**config.mk**
```make
export PLATFORM = sky130hd
export DESIGN_NAME = irq_w1c_ctrl
export DESIGN_NICKNAME = d
export VERILOG_FILES = /design/src/rtl/irq_w1c_pkg.sv /design/src/rtl/irq_status_bank.sv /design/src/rtl/irq_host_port.sv /design/src/rtl/irq_w1c_ctrl.sv
export SDC_FILE = /design/constraint.sdc
export NUM_CORES = 1
export LEC_CHECK = 0
export BUFFER_PORTS_ARGS = -buffer_cell sky130_fd_sc_hd__buf_2
export CORE_MARGIN = 2
export CORE_UTILIZATION = 58
export CTS_CLUSTER_DIAMETER = 120
export DETAILED_ROUTE_END_ITERATION = 8
export PLACE_DENSITY_LB_ADDON = 0.2
export RECOVER_POWER = 50
export SLEW_MARGIN = 20
export SYNTH_ARGS = -nofsm -noshare
export SYNTH_HDL_FRONTEND = slang
export SYNTH_SLANG_ARGS = --single-unit
```
**constraint.sdc**
```tcl
create_clock -name clk_i -period 2.04 [get_ports clk_i]
set_input_delay 0.408 -clock clk_i [delete_from_list [all_inputs] [get_ports clk_i]]
set_output_delay 0.408 -clock clk_i [all_outputs]
set_load 0.005 [all_outputs]
```
**src/rtl/irq_w1c_pkg.sv**
```systemverilog
package irq_w1c_pkg;
  localparam int unsigned ADDR_W = 16;
  localparam int unsigned DATA_W = 32;
  localparam int unsigned DMA_W  = 16;

  localparam logic [ADDR_W-1:0] OFS_MAIN_STAT = 16'hF000;
  localparam logic [ADDR_W-1:0] OFS_MAIN_MASK = 16'hF010;
  localparam logic [ADDR_W-1:0] OFS_DMA_WORD  = 16'hE010;
  localparam logic [ADDR_W-1:0] OFS_DMA_MASK  = 16'hE020;
  localparam logic [ADDR_W-1:0] OFS_FLAG      = 16'hF230;

  typedef struct packed {
    logic main_clr;
    logic main_mask;
    logic dma_clr;
    logic dma_mask;
    logic flag_clr;
  } wr_strb_t;
endpackage

```
**src/rtl/irq_status_bank.sv**
```systemverilog
module irq_status_bank #(
  parameter int unsigned W        = 16,
  parameter bit          HAS_MASK = 1'b1
) (
  input  logic         clk_i,
  input  logic         rst_ni,
  input  logic [W-1:0] src_i,
  input  logic         clr_we_i,
  input  logic [W-1:0] clr_data_i,
  input  logic         mask_we_i,
  input  logic [W-1:0] mask_data_i,
  output logic [W-1:0] status_o,
  output logic [W-1:0] mask_o,
  output logic         irq_o
);
  logic [W-1:0] status_q;
  logic [W-1:0] clr_vec;
  logic [W-1:0] mask_q;
  logic         irq_q;

  assign clr_vec = clr_we_i ? clr_data_i : '0;

  // set wins over clear in the same cycle
  always_ff @(posedge clk_i or negedge rst_ni) begin
    if (!rst_ni) status_q <= '0;
    else         status_q <= (status_q & ~clr_vec) | src_i;
  end

  generate
    if (HAS_MASK) begin : g_mask
      always_ff @(posedge clk_i or negedge rst_ni) begin
        if (!rst_ni)        mask_q <= '0;
        else if (mask_we_i) mask_q <= mask_data_i;
      end
    end else begin : g_nomask
      logic unused_mask;
      assign unused_mask = mask_we_i ^ (^mask_data_i);
      assign mask_q = '1;
    end
  endgenerate

  always_ff @(posedge clk_i or negedge rst_ni) begin
    if (!rst_ni) irq_q <= 1'b0;
    else         irq_q <= |(status_q & mask_q);
  end

  assign status_o = status_q;
  assign mask_o   = mask_q;
  assign irq_o    = irq_q;

  p_set_sticky_r2: assert property (@(posedge clk_i) disable iff (!rst_ni)
    1'b1 |=> ((status_q & $past(src_i)) == $past(src_i)));

  p_set_wins_r10: assert property (@(posedge clk_i) disable iff (!rst_ni)
    (clr_we_i && |(src_i & clr_data_i)) |=> ((status_q & $past(src_i & clr_data_i)) == $past(src_i & clr_data_i)));

  p_w1c_clear_r3: assert property (@(posedge clk_i) disable iff (!rst_ni)
    clr_we_i |=> ((status_q & $past(clr_data_i & ~src_i)) == '0));

  p_irq_low_r5: assert property (@(posedge clk_i) disable iff (!rst_ni)
    ((status_q & mask_q) == '0) |=> !irq_o);

  p_irq_high_r8: assert property (@(posedge clk_i) disable iff (!rst_ni)
    ((status_q & mask_q) != '0) |=> irq_o);
endmodule

```
**src/rtl/irq_host_port.sv**
```systemverilog
module irq_host_port
  import irq_w1c_pkg::*;
#(
  parameter int unsigned MAIN_W = 32,
  parameter int unsigned FLAG_W = 8
) (
  input  logic              clk_i,
  input  logic              rst_ni,
  input  logic              req_i,
  input  logic              we_i,
  input  logic [ADDR_W-1:0] addr_i,
  input  logic [MAIN_W-1:0] main_status_i,
  input  logic [MAIN_W-1:0] main_mask_i,
  input  logic [DMA_W-1:0]  dma_status_i,
  input  logic [DMA_W-1:0]  dma_mask_i,
  input  logic [FLAG_W-1:0] flag_status_i,
  output wr_strb_t          strb_o,
  output logic [DATA_W-1:0] rdata_o
);
  logic              wr;
  logic              rd;
  logic [DATA_W-1:0] rd_mux;
  logic [DATA_W-1:0] rdata_q;

  assign wr = req_i && we_i;
  assign rd = req_i && !we_i;

  always_comb begin
    strb_o           = '0;
    strb_o.main_clr  = wr && (addr_i == OFS_MAIN_STAT);
    strb_o.main_mask = wr && (addr_i == OFS_MAIN_MASK);
    strb_o.dma_clr   = wr && (addr_i == OFS_DMA_WORD);
    strb_o.dma_mask  = wr && (addr_i == OFS_DMA_MASK);
    strb_o.flag_clr  = wr && (addr_i == OFS_FLAG);
  end

  always_comb begin
    rd_mux = '0;
    unique case (addr_i)
      OFS_MAIN_STAT: rd_mux[MAIN_W-1:0] = main_status_i;
      OFS_MAIN_MASK: rd_mux[MAIN_W-1:0] = main_mask_i;
      OFS_DMA_WORD:  rd_mux = {dma_mask_i, dma_status_i};
      OFS_DMA_MASK:  rd_mux = {dma_mask_i, {DMA_W{1'b0}}};
      OFS_FLAG:      rd_mux[FLAG_W-1:0] = flag_status_i;
      default:       rd_mux = '0;
    endcase
  end

  always_ff @(posedge clk_i or negedge rst_ni) begin
    if (!rst_ni)  rdata_q <= '0;
    else if (rd)  rdata_q <= rd_mux;
  end

  assign rdata_o = rdata_q;

  p_one_strobe_r11: assert property (@(posedge clk_i) disable iff (!rst_ni)
    $onehot0(strb_o));
endmodule

```
**src/rtl/irq_w1c_ctrl.sv**
```systemverilog
module irq_w1c_ctrl
  import irq_w1c_pkg::*;
#(
  parameter int unsigned MAIN_W = 32,
  parameter int unsigned FLAG_W = 8
) (
  input  logic              clk_i,
  input  logic              rst_ni,
  input  logic              host_req_i,
  input  logic              host_we_i,
  input  logic [15:0]       host_addr_i,
  input  logic [31:0]       host_wdata_i,
  output logic [31:0]       host_rdata_o,
  input  logic [MAIN_W-1:0] main_src_i,
  input  logic [15:0]       dma_src_i,
  input  logic [FLAG_W-1:0] flag_src_i,
  output logic              main_irq_o,
  output logic              dma_irq_o,
  output logic              flag_irq_o
);
  wr_strb_t          strb;
  logic [MAIN_W-1:0] main_status, main_mask;
  logic [DMA_W-1:0]  dma_status, dma_mask;
  logic [FLAG_W-1:0] flag_status, flag_mask_unused;

  irq_host_port #(.MAIN_W(MAIN_W), .FLAG_W(FLAG_W)) u_port (
    .clk_i         (clk_i),
    .rst_ni        (rst_ni),
    .req_i         (host_req_i),
    .we_i          (host_we_i),
    .addr_i        (host_addr_i),
    .main_status_i (main_status),
    .main_mask_i   (main_mask),
    .dma_status_i  (dma_status),
    .dma_mask_i    (dma_mask),
    .flag_status_i (flag_status),
    .strb_o        (strb),
    .rdata_o       (host_rdata_o)
  );

  irq_status_bank #(.W(MAIN_W), .HAS_MASK(1'b1)) u_main (
    .clk_i       (clk_i),
    .rst_ni      (rst_ni),
    .src_i       (main_src_i),
    .clr_we_i    (strb.main_clr),
    .clr_data_i  (host_wdata_i[MAIN_W-1:0]),
    .mask_we_i   (strb.main_mask),
    .mask_data_i (host_wdata_i[MAIN_W-1:0]),
    .status_o    (main_status),
    .mask_o      (main_mask),
    .irq_o       (main_irq_o)
  );

  // clear uses the low half only; mask loads from the high half at its own offset
  irq_status_bank #(.W(DMA_W), .HAS_MASK(1'b1)) u_dma (
    .clk_i       (clk_i),
    .rst_ni      (rst_ni),
    .src_i       (dma_src_i),
    .clr_we_i    (strb.dma_clr),
    .clr_data_i  (host_wdata_i[DMA_W-1:0]),
    .mask_we_i   (strb.dma_mask),
    .mask_data_i (host_wdata_i[DATA_W-1:DMA_W]),
    .status_o    (dma_status),
    .mask_o      (dma_mask),
    .irq_o       (dma_irq_o)
  );

  irq_status_bank #(.W(FLAG_W), .HAS_MASK(1'b0)) u_flag (
    .clk_i       (clk_i),
    .rst_ni      (rst_ni),
    .src_i       (flag_src_i),
    .clr_we_i    (strb.flag_clr),
    .clr_data_i  (host_wdata_i[FLAG_W-1:0]),
    .mask_we_i   (1'b0),
    .mask_data_i ('0),
    .status_o    (flag_status),
    .mask_o      (flag_mask_unused),
    .irq_o       (flag_irq_o)
  );

  p_dma_mask_kept_r6: assert property (@(posedge clk_i) disable iff (!rst_ni)
    strb.dma_clr |=> $stable(dma_mask));

  p_main_mask_load_r4: assert property (@(posedge clk_i) disable iff (!rst_ni)
    strb.main_mask |=> (main_mask == $past(host_wdata_i[MAIN_W-1:0])));

  p_flag_irq_r9: assert property (@(posedge clk_i) disable iff (!rst_ni)
    (flag_status != '0) |=> flag_irq_o);
endmodule

```
==> summary.txt, run 1 <==
Place
  • # port buffers: 142
  • Placed insts: 816
  • GPL Wtd Cong: 0.942
  • DP HPWL: 13.0 mm

Critical path
  • Critical Path RT: 2.49 ns
  • Critical path class: primary input to register
  • Startpoint types: primary input
  • Crit-path max FO: 15
  • Reg2reg path depth: 4
  • Slowest library cell on the worst path: nor4_1
  • R2R Setup Slk: 0.33 ns
  • Cells along the critical path: buf_2 -> nor4_1 -> buf_4 -> nand2_1 -> nor3_1 -> nand2_1 -> buf_4 -> o21ai_1
  • CP Data Arrival Time: 2.23 ns
  • Max incr delay on CP: 0.48 ns
  • CP Capture Type: register

Flow run
  • # Max-Cap Violations: 0

Clocking
  • Insertion delay to the later sink of the worst-skew pair: 0.53 ns
  • H-Tree Depth: 4
  • TritonCTS clock tree: built
  • Inserted Clock Buffers: 17
  • Clock transition at path regs: 0.06 ns
  • Hold buffer count at CTS: 1
  • CTS Root Buffer Type: clkbuf_8
  • Number of gates resized after CTS: 0
  • CTS Sinks: 139
  • Clock Path Buffers: 2
  • Post-CTS setup buffer count: 0

Layout
  • Syn-to-layout area delta: 26.9%
  • Finished Core Util: 76.2%
  • Finished Layout Cells: 849
  • ANT cells: 0
  • Layout cell share with drive strength beyond 1: 37.2%
  • # fillers: 714
  • # nets final: 808

STA
  • Maximum operating frequency: 564 MHz
  • Worst-Margin Slew: 0.844 ns
  • Final Max Slew Viols: 0
  • Final Cycle Share: 86.9%
  • Rel. slew slack: 43.7%
  • RSZ-0062 raised after global routing: false
  • Final hold violation count: 0
  • Clock Skew: 0.00700 ns
  • Min cycle time layout: 1.77 ns
  • Final setup fails: 0

Min path
  • Hold Path Stages: 2
  • Hold WC Path Type: primary input to register

Global route
  • Overflow after GRT: 0
  • Pin count of the biggest net entering global routing: 63
  • First-pass GRT wire length: 29.2 mm
  • Total global-route track usage: 34.4%
  • Antenna violations before repair: 0
  • Vias in the first global route: 5323

Routing
  • DR DRC count: 0
  • Avg WL per Cell: 21.8 um
  • TritonRoute pass-1 iters: 5
  • 1st-iter DRT viols: 508
  • Vias per Instance: 6.08
  • Post-DRT Antenna Nets: 0
  • Via count: 5162
  • Final WL: 18.5 mm

Logic synthesis
  • Mapped Area: 6230 um2
  • Synth Instances: 533
  • #FFs+latches synth: 139
  • Syn avg cell area: 11.7 um2
  • Synthesized Nets: 641
  • Yosys cell types: 39
  • Yosys warnings: 0
  • Register area share after synthesis: 55.9%

Power and ir drop
  • Worst IR Drop VDD: 0.000811 V
  • Power Density: 784 nW/um2
  • P_leak: 0.00349 uW

Die
  • Ports: 143
  • Core area: 10400 um2
  • Die Ht: 108 um
  • Die area: 11600 um2
  • Starting density of the core: 60.1%
  • Rows: 37
  • Die width: 108 um

Run status
  • Status: complete, no violations
==> cell families (layout without fill, tap and decap cells) <==
logic type / Yosys count / after routing / share of synthesized area (%)
xor+xnor: 2 / 2 / 0.281
buf+inv: 27 / 207 / 2.13
compound gates: 145 / 145 / 16.5
mux: 80 / 80 / 14.4
simple gates: 140 / 140 / 10.8
flops: 139 / 139 / 55.9
==> stage by stage <==
stage | hold WS, ns | area (um2) | TNS [ns] | total power, uW | setup slack [ns]
2_1_floorplan | 0.112 | 6230 | 0 | 2890 | 0.0237
3_3_place_gp | 0.284 | 7320 | -11.69 | 3120 | -0.155
3_5_place_dp | 0.285 | 7320 | -15.04 | 3130 | -0.197
4_1_cts | 0.0315 | 7930 | 0 | 6220 | 0.306
5_1_grt | 0.0386 | 7900 | 0 | 6370 | 0.182
6_report | 0.0491 | 7900 | 0 | 6190 | 0.267
==> cells in the mapped netlist (all sizes together) <==
master  instances  area (um2)
a211oi          2        15.0
a21o           56         420
a21oi           1        5.00
a221oi          6        52.6
a222oi          4        40.0
a22o            4        35.0
a22oi          39         293
and3            6        37.5
and3b           1        8.76
and4            3        26.3
buf            18        98.8
clkbuf          8        30.0
dfrtp         139        3480
inv             1        3.75
mux2           77         867
mux2i           3        30.0
nand2          95         357
nand2b          1        6.26
nand3           1        5.00
nand4           8        56.3
nor2            9        38.8
nor3            5        35.0
nor4            6        43.8
nor4b           2        32.5
o21ai          32         160
o31ai           1        7.51
or4             3        26.3
xnor2           1        8.76
xor2            1        8.76
==> metal layers <==
layer	track usage, %	wire, um	up-vias
li1	-	-	2292
met3	8.84	1670	34
met1	47.0	7420	2561
met2	53.9	9020	275
met5	0	0	-
met4	11.6	410	0
==> registers in the layout (all words and copies together) (netlist names) <==
register	flops
u_dma.irq_o	1
u_dma.mask_o	16
u_dma.status_o	16
u_flag.irq_o	1
u_flag.status_o	8
u_main.irq_o	1
u_main.mask_o	32
u_main.status_o	32
u_port.rdata_o	32
==> where the power goes <==
part | switching, uW | total (uW) | internal [uW]
Combinational | 188 | 324 | 136
Clock | 1200 | 3110 | 1910
Sequential | 0.217 | 2760 | 2760
Total | 1390 | 6190 | 4800
==> path summary, 6_finish.rpt <==
path                               startpoint                   to
min in group asynchronous              rst_ni   u_flag.status_o[1]
max in group asynchronous              rst_ni  u_main.status_o[19]
min                             dma_src_i[11]   u_dma.status_o[11]
max reg2reg                 u_main.mask_o[28]         u_main.irq_o
min reg2reg                u_port.rdata_o[26]   u_port.rdata_o[26]
max                            host_addr_i[3]   u_port.rdata_o[27]
==> cell type report <==
class | instances | area, um2 | area share, %
clock buffer | 20 | 435 | 5.51
clock inverter | 12 | 164 | 2.07
inverter | 1 | 3.75 | 0.0475
multi-input combinational | 367 | 2620 | 33.2
sequential | 139 | 3480 | 44.0
tap | 136 | 170 | 2.15
timing repair buffer | 174 | 1030 | 13.0
==> critical path: cells and delay by family <==
family / cells / cell delay, ns
AOI/OAI and AO/OA: 1 / 0.17
buffers and inverters: 3 / 0.55
and+or+nand+nor: 4 / 1.09
==> cell usage in the layout, fill, tap and decap left out, types with 4 or more instances in the layout <==
master	synthesis	routed
dfrtp_1	139	139
buf_2	13	135
nand2_1	95	95
mux2_2	60	60
a21o_1	56	56
a22oi_1	39	39
o21ai_1	32	32
buf_4	2	23
mux2_1	17	17
clkbuf_16	0	16
clkbuf_1	8	8
nor2_1	7	7
nand4_1	7	7
and3_1	6	6
a221oi_1	6	6
buf_12	0	6
nor4_1	5	5
a22o_1	4	4
a222oi_1	4	4
Power figures use the tool's default switching activity.
==> run 2, diff against run 1 <==
Settings changed: CTS_BUF_LIST set to sky130_fd_sc_hd__clkbuf_16.
==> run 2 against run 1 <==
  * Sequential share of layout area about the same
  * Highest routed layer unchanged
  * Sequential power about the same
  * First-iteration DRC count down 10%
  * Wire length down 0.30%
  * Largest cell class unchanged
  * Via count up 0.64%
  * Total power up 0.42%
  * Cell count unchanged
  * Critical endpoint is now u_port.rdata_o[29]
  * Worst setup slack worse by 0.16 ns
==> summary.txt, run 2 (synthesis gave the netlist of run 1 again) <==
Run status
  • Status: complete, no violations

Die
  • Die area: 11600 um2 (unchanged)
  • Ports: 143 (unchanged)
  • Die width: 108 um (unchanged)
  • Starting density of the core: 60.1% (unchanged)
  • Rows: 37 (unchanged)
  • Core area: 10400 um2 (unchanged)
  • Die Ht: 108 um (unchanged)

Power and ir drop
  • Power Total: 6220 uW (+0.42%)
  • Gate power share: 5.2% (about the same)
  • P_leak: 0.00350 uW (+0.22%)
  • Worst IR Drop VDD: 0.000817 V (+0.72%)
  • Internal cell power: 4820 uW (+0.24%)
  • Power Density: 787 nW/um2 (+0.40%)
  • Net switching fraction of the power: 22.6% (+0.14 points)
  • Net load switching power: 1400 uW (+1.0%)
  • Clock power frac: 50.4% (+0.2 points)
  • Sequential share of power: 44.4% (about the same)

Routing
  • Via count: 5195 (+0.64%)
  • Post-DRT Antenna Nets: 0 (unchanged)
  • Vias per Instance: 6.12 (+0.64%)
  • DR DRC count: 0 (unchanged)
  • TritonRoute pass-1 iters: 5 (unchanged)
  • 1st-iter DRT viols: 455 (-10%)
  • Final WL: 18.5 mm (-0.30%)
  • Avg WL per Cell: 21.7 um (-0.30%)

Global route
  • Antenna violations before repair: 0 (unchanged)
  • Pin count of the biggest net entering global routing: 63 (unchanged)
  • Total global-route track usage: 34.4% (about the same)
  • First-pass GRT wire length: 29.2 mm (about the same)
  • Overflow after GRT: 0 (unchanged)
  • Vias in the first global route: 5326 (+0.056%)

Clocking
  • TritonCTS clock tree: built
  • Inserted Clock Buffers: 17 (unchanged)
  • H-Tree Depth: 4 (unchanged)
  • Insertion delay to the later sink of the worst-skew pair: 0.42 ns (-0.11 ns)
  • Clock Path Buffers: 2 (unchanged)
  • Number of gates resized after CTS: 0 (unchanged)
  • CTS Root Buffer Type: clkbuf_16
  • CTS Sinks: 139 (unchanged)
  • Clock transition at path regs: 0.06 ns (about the same)

STA
  • Rel. slew slack: 44.3% (+0.58 points)
  • Clock Skew: 0.00925 ns (+0.00225 ns)
  • Min cycle time layout: 1.93 ns (+0.159 ns)
  • Final Max Slew Viols: 0 (unchanged)
  • Worst-Margin Slew: 0.835 ns (-0.00877 ns)
  • Worst hold margin: 0.159 ns (+0.110 ns)
  • Final Cycle Share: 94.7% (+7.8 points)
  • Final setup fails: 0 (unchanged)
  • Final hold violation count: 0 (unchanged)
  • Worst setup margin: 0.108 ns (-0.159 ns)
  • RSZ-0062 raised after global routing: false
  • Maximum operating frequency: 518 MHz (-8.2%)

Layout
  • Layout cell share with drive strength beyond 1: 37.0% (-0.14 points)
  • Leading cell type in the layout, fill and taps excluded: dfrtp_1
  • Syn-to-layout area delta: 26.9% (about the same)
  • Register area: 3480 um2 (unchanged)
  • Finished Layout Cells: 849 (unchanged)
  • Multi-input gate area: 2620 um2 (unchanged)
  • Final instance area: 7900 um2 (about the same)
  • Most frequent cells in the layout: dfrtp_1 (139), buf_2 (135), nand2_1 (95)
  • ANT cells: 0 (unchanged)
  • # nets final: 808 (unchanged)
  • # fillers: 715 (+0.14%)

Place
  • Post-DP Area: 7320 um2 (unchanged)
  • Placed insts: 816 (unchanged)
  • Place WS: -0.197 ns (unchanged)
  • DP HPWL: 13.0 mm (unchanged)
  • GPL Wtd Cong: 0.942 (unchanged)
  • # port buffers: 142 (unchanged)

Critical path
  • Slowest library cell on the worst path: nor4_1
  • Critical path class: primary input to register
  • Crit-path max FO: 15 (unchanged)
  • CP Capture Type: register
  • Top delay family on crit path: simple AND/OR/NAND/NOR gates
  • Startpoint types: primary input
  • Cells along the critical path: buf_2 -> nor4_1 -> buf_4 -> nand2_1 -> nor3_1 -> nand2_1 -> buf_4 -> o21ai_1
  • Max incr delay on CP: 0.51 ns (+0.03 ns)
  • Crit path buf inv count: 3 (unchanged)
  • Critical Path RT: 2.38 ns (-0.11 ns)
  • CP Data Arrival Time: 2.28 ns (+0.05 ns)

Flow run
  • # Max-Cap Violations: 0 (unchanged)

Min path
  • Hold WC Path Type: primary input to register
-- run 2: changes by cell type in the layout (fill, tap and decap cells not counted) --
| cell | before | now |
|---|---|---|
| inv_1 | 1 | 3 |
| clkbuf_1 | 8 | 6 |
| clkinv_1 | 0 | 1 |
| clkbuf_16 | 16 | 17 |
| clkbuf_8 | 2 | 0 |
-- run 2: stage by stage --
step           TNS [ns]  util [%]
3_5_place_dp     -15.04      70.6
5_1_grt               0      76.2
4_1_cts               0      76.5
3_3_place_gp     -11.69      70.6
2_1_floorplan         0         -
6_report              0      76.2
-- run 2: metal layers --
layer	share of wire, %	GRT usage (%)
met1	41	46.9
met2	48	53.8
met3	8.5	9.02
met4	2.6	11.7
met5	0	0
-- run 2: final timing paths --
kind | start | endpoint | slack, ns | depth (start not counted)
min in group asynchronous | rst_ni | u_flag.status_o[1] | 0.41 | 2
worst max register to register | u_main.mask_o[28] | u_main.irq_o | 0.32 | 4
worst min register to register | u_port.rdata_o[26] | u_port.rdata_o[26] | 0.49 | 2
worst max-delay path | host_addr_i[3] | u_port.rdata_o[29] | 0.11 | 8
max in group asynchronous | rst_ni | u_main.mask_o[16] | 0.51 | 3
worst min-delay path | dma_src_i[11] | u_dma.status_o[11] | 0.16 | 2
-- run 2: power by group through the flow --
stage	Sequential (uW)	Combinational (uW)	Clock, uW
floorplan	2810	83.9	0
global placement	2810	316	0
detailed placement	2810	322	0
CTS	2760	327	3150
global route	2760	352	3270
finish	2760	324	3140
-- run 2: worst reg2reg max path, cell delays in order (launching register included) --
cell     delay, ns
dfrtp_1       0.40
a22oi_1       0.23
buf_4         0.18
nand4_1       0.16
or4_1         0.61
-- run 2: repair_timing --
item,in CTS,in global routing
setup buffers,0,0
endpoints found under the hold margin,23,0
hold buffers,1,0
-- run 2: area by class of cell --
type	count	area share (%)
clock buffers	17	5.38
clock inverters	15	2.22
inverters	1	0.0475
multi-input cells	367	33.2
flip-flops and latches	139	44.0
well taps	136	2.15
repair buffers	174	13.0
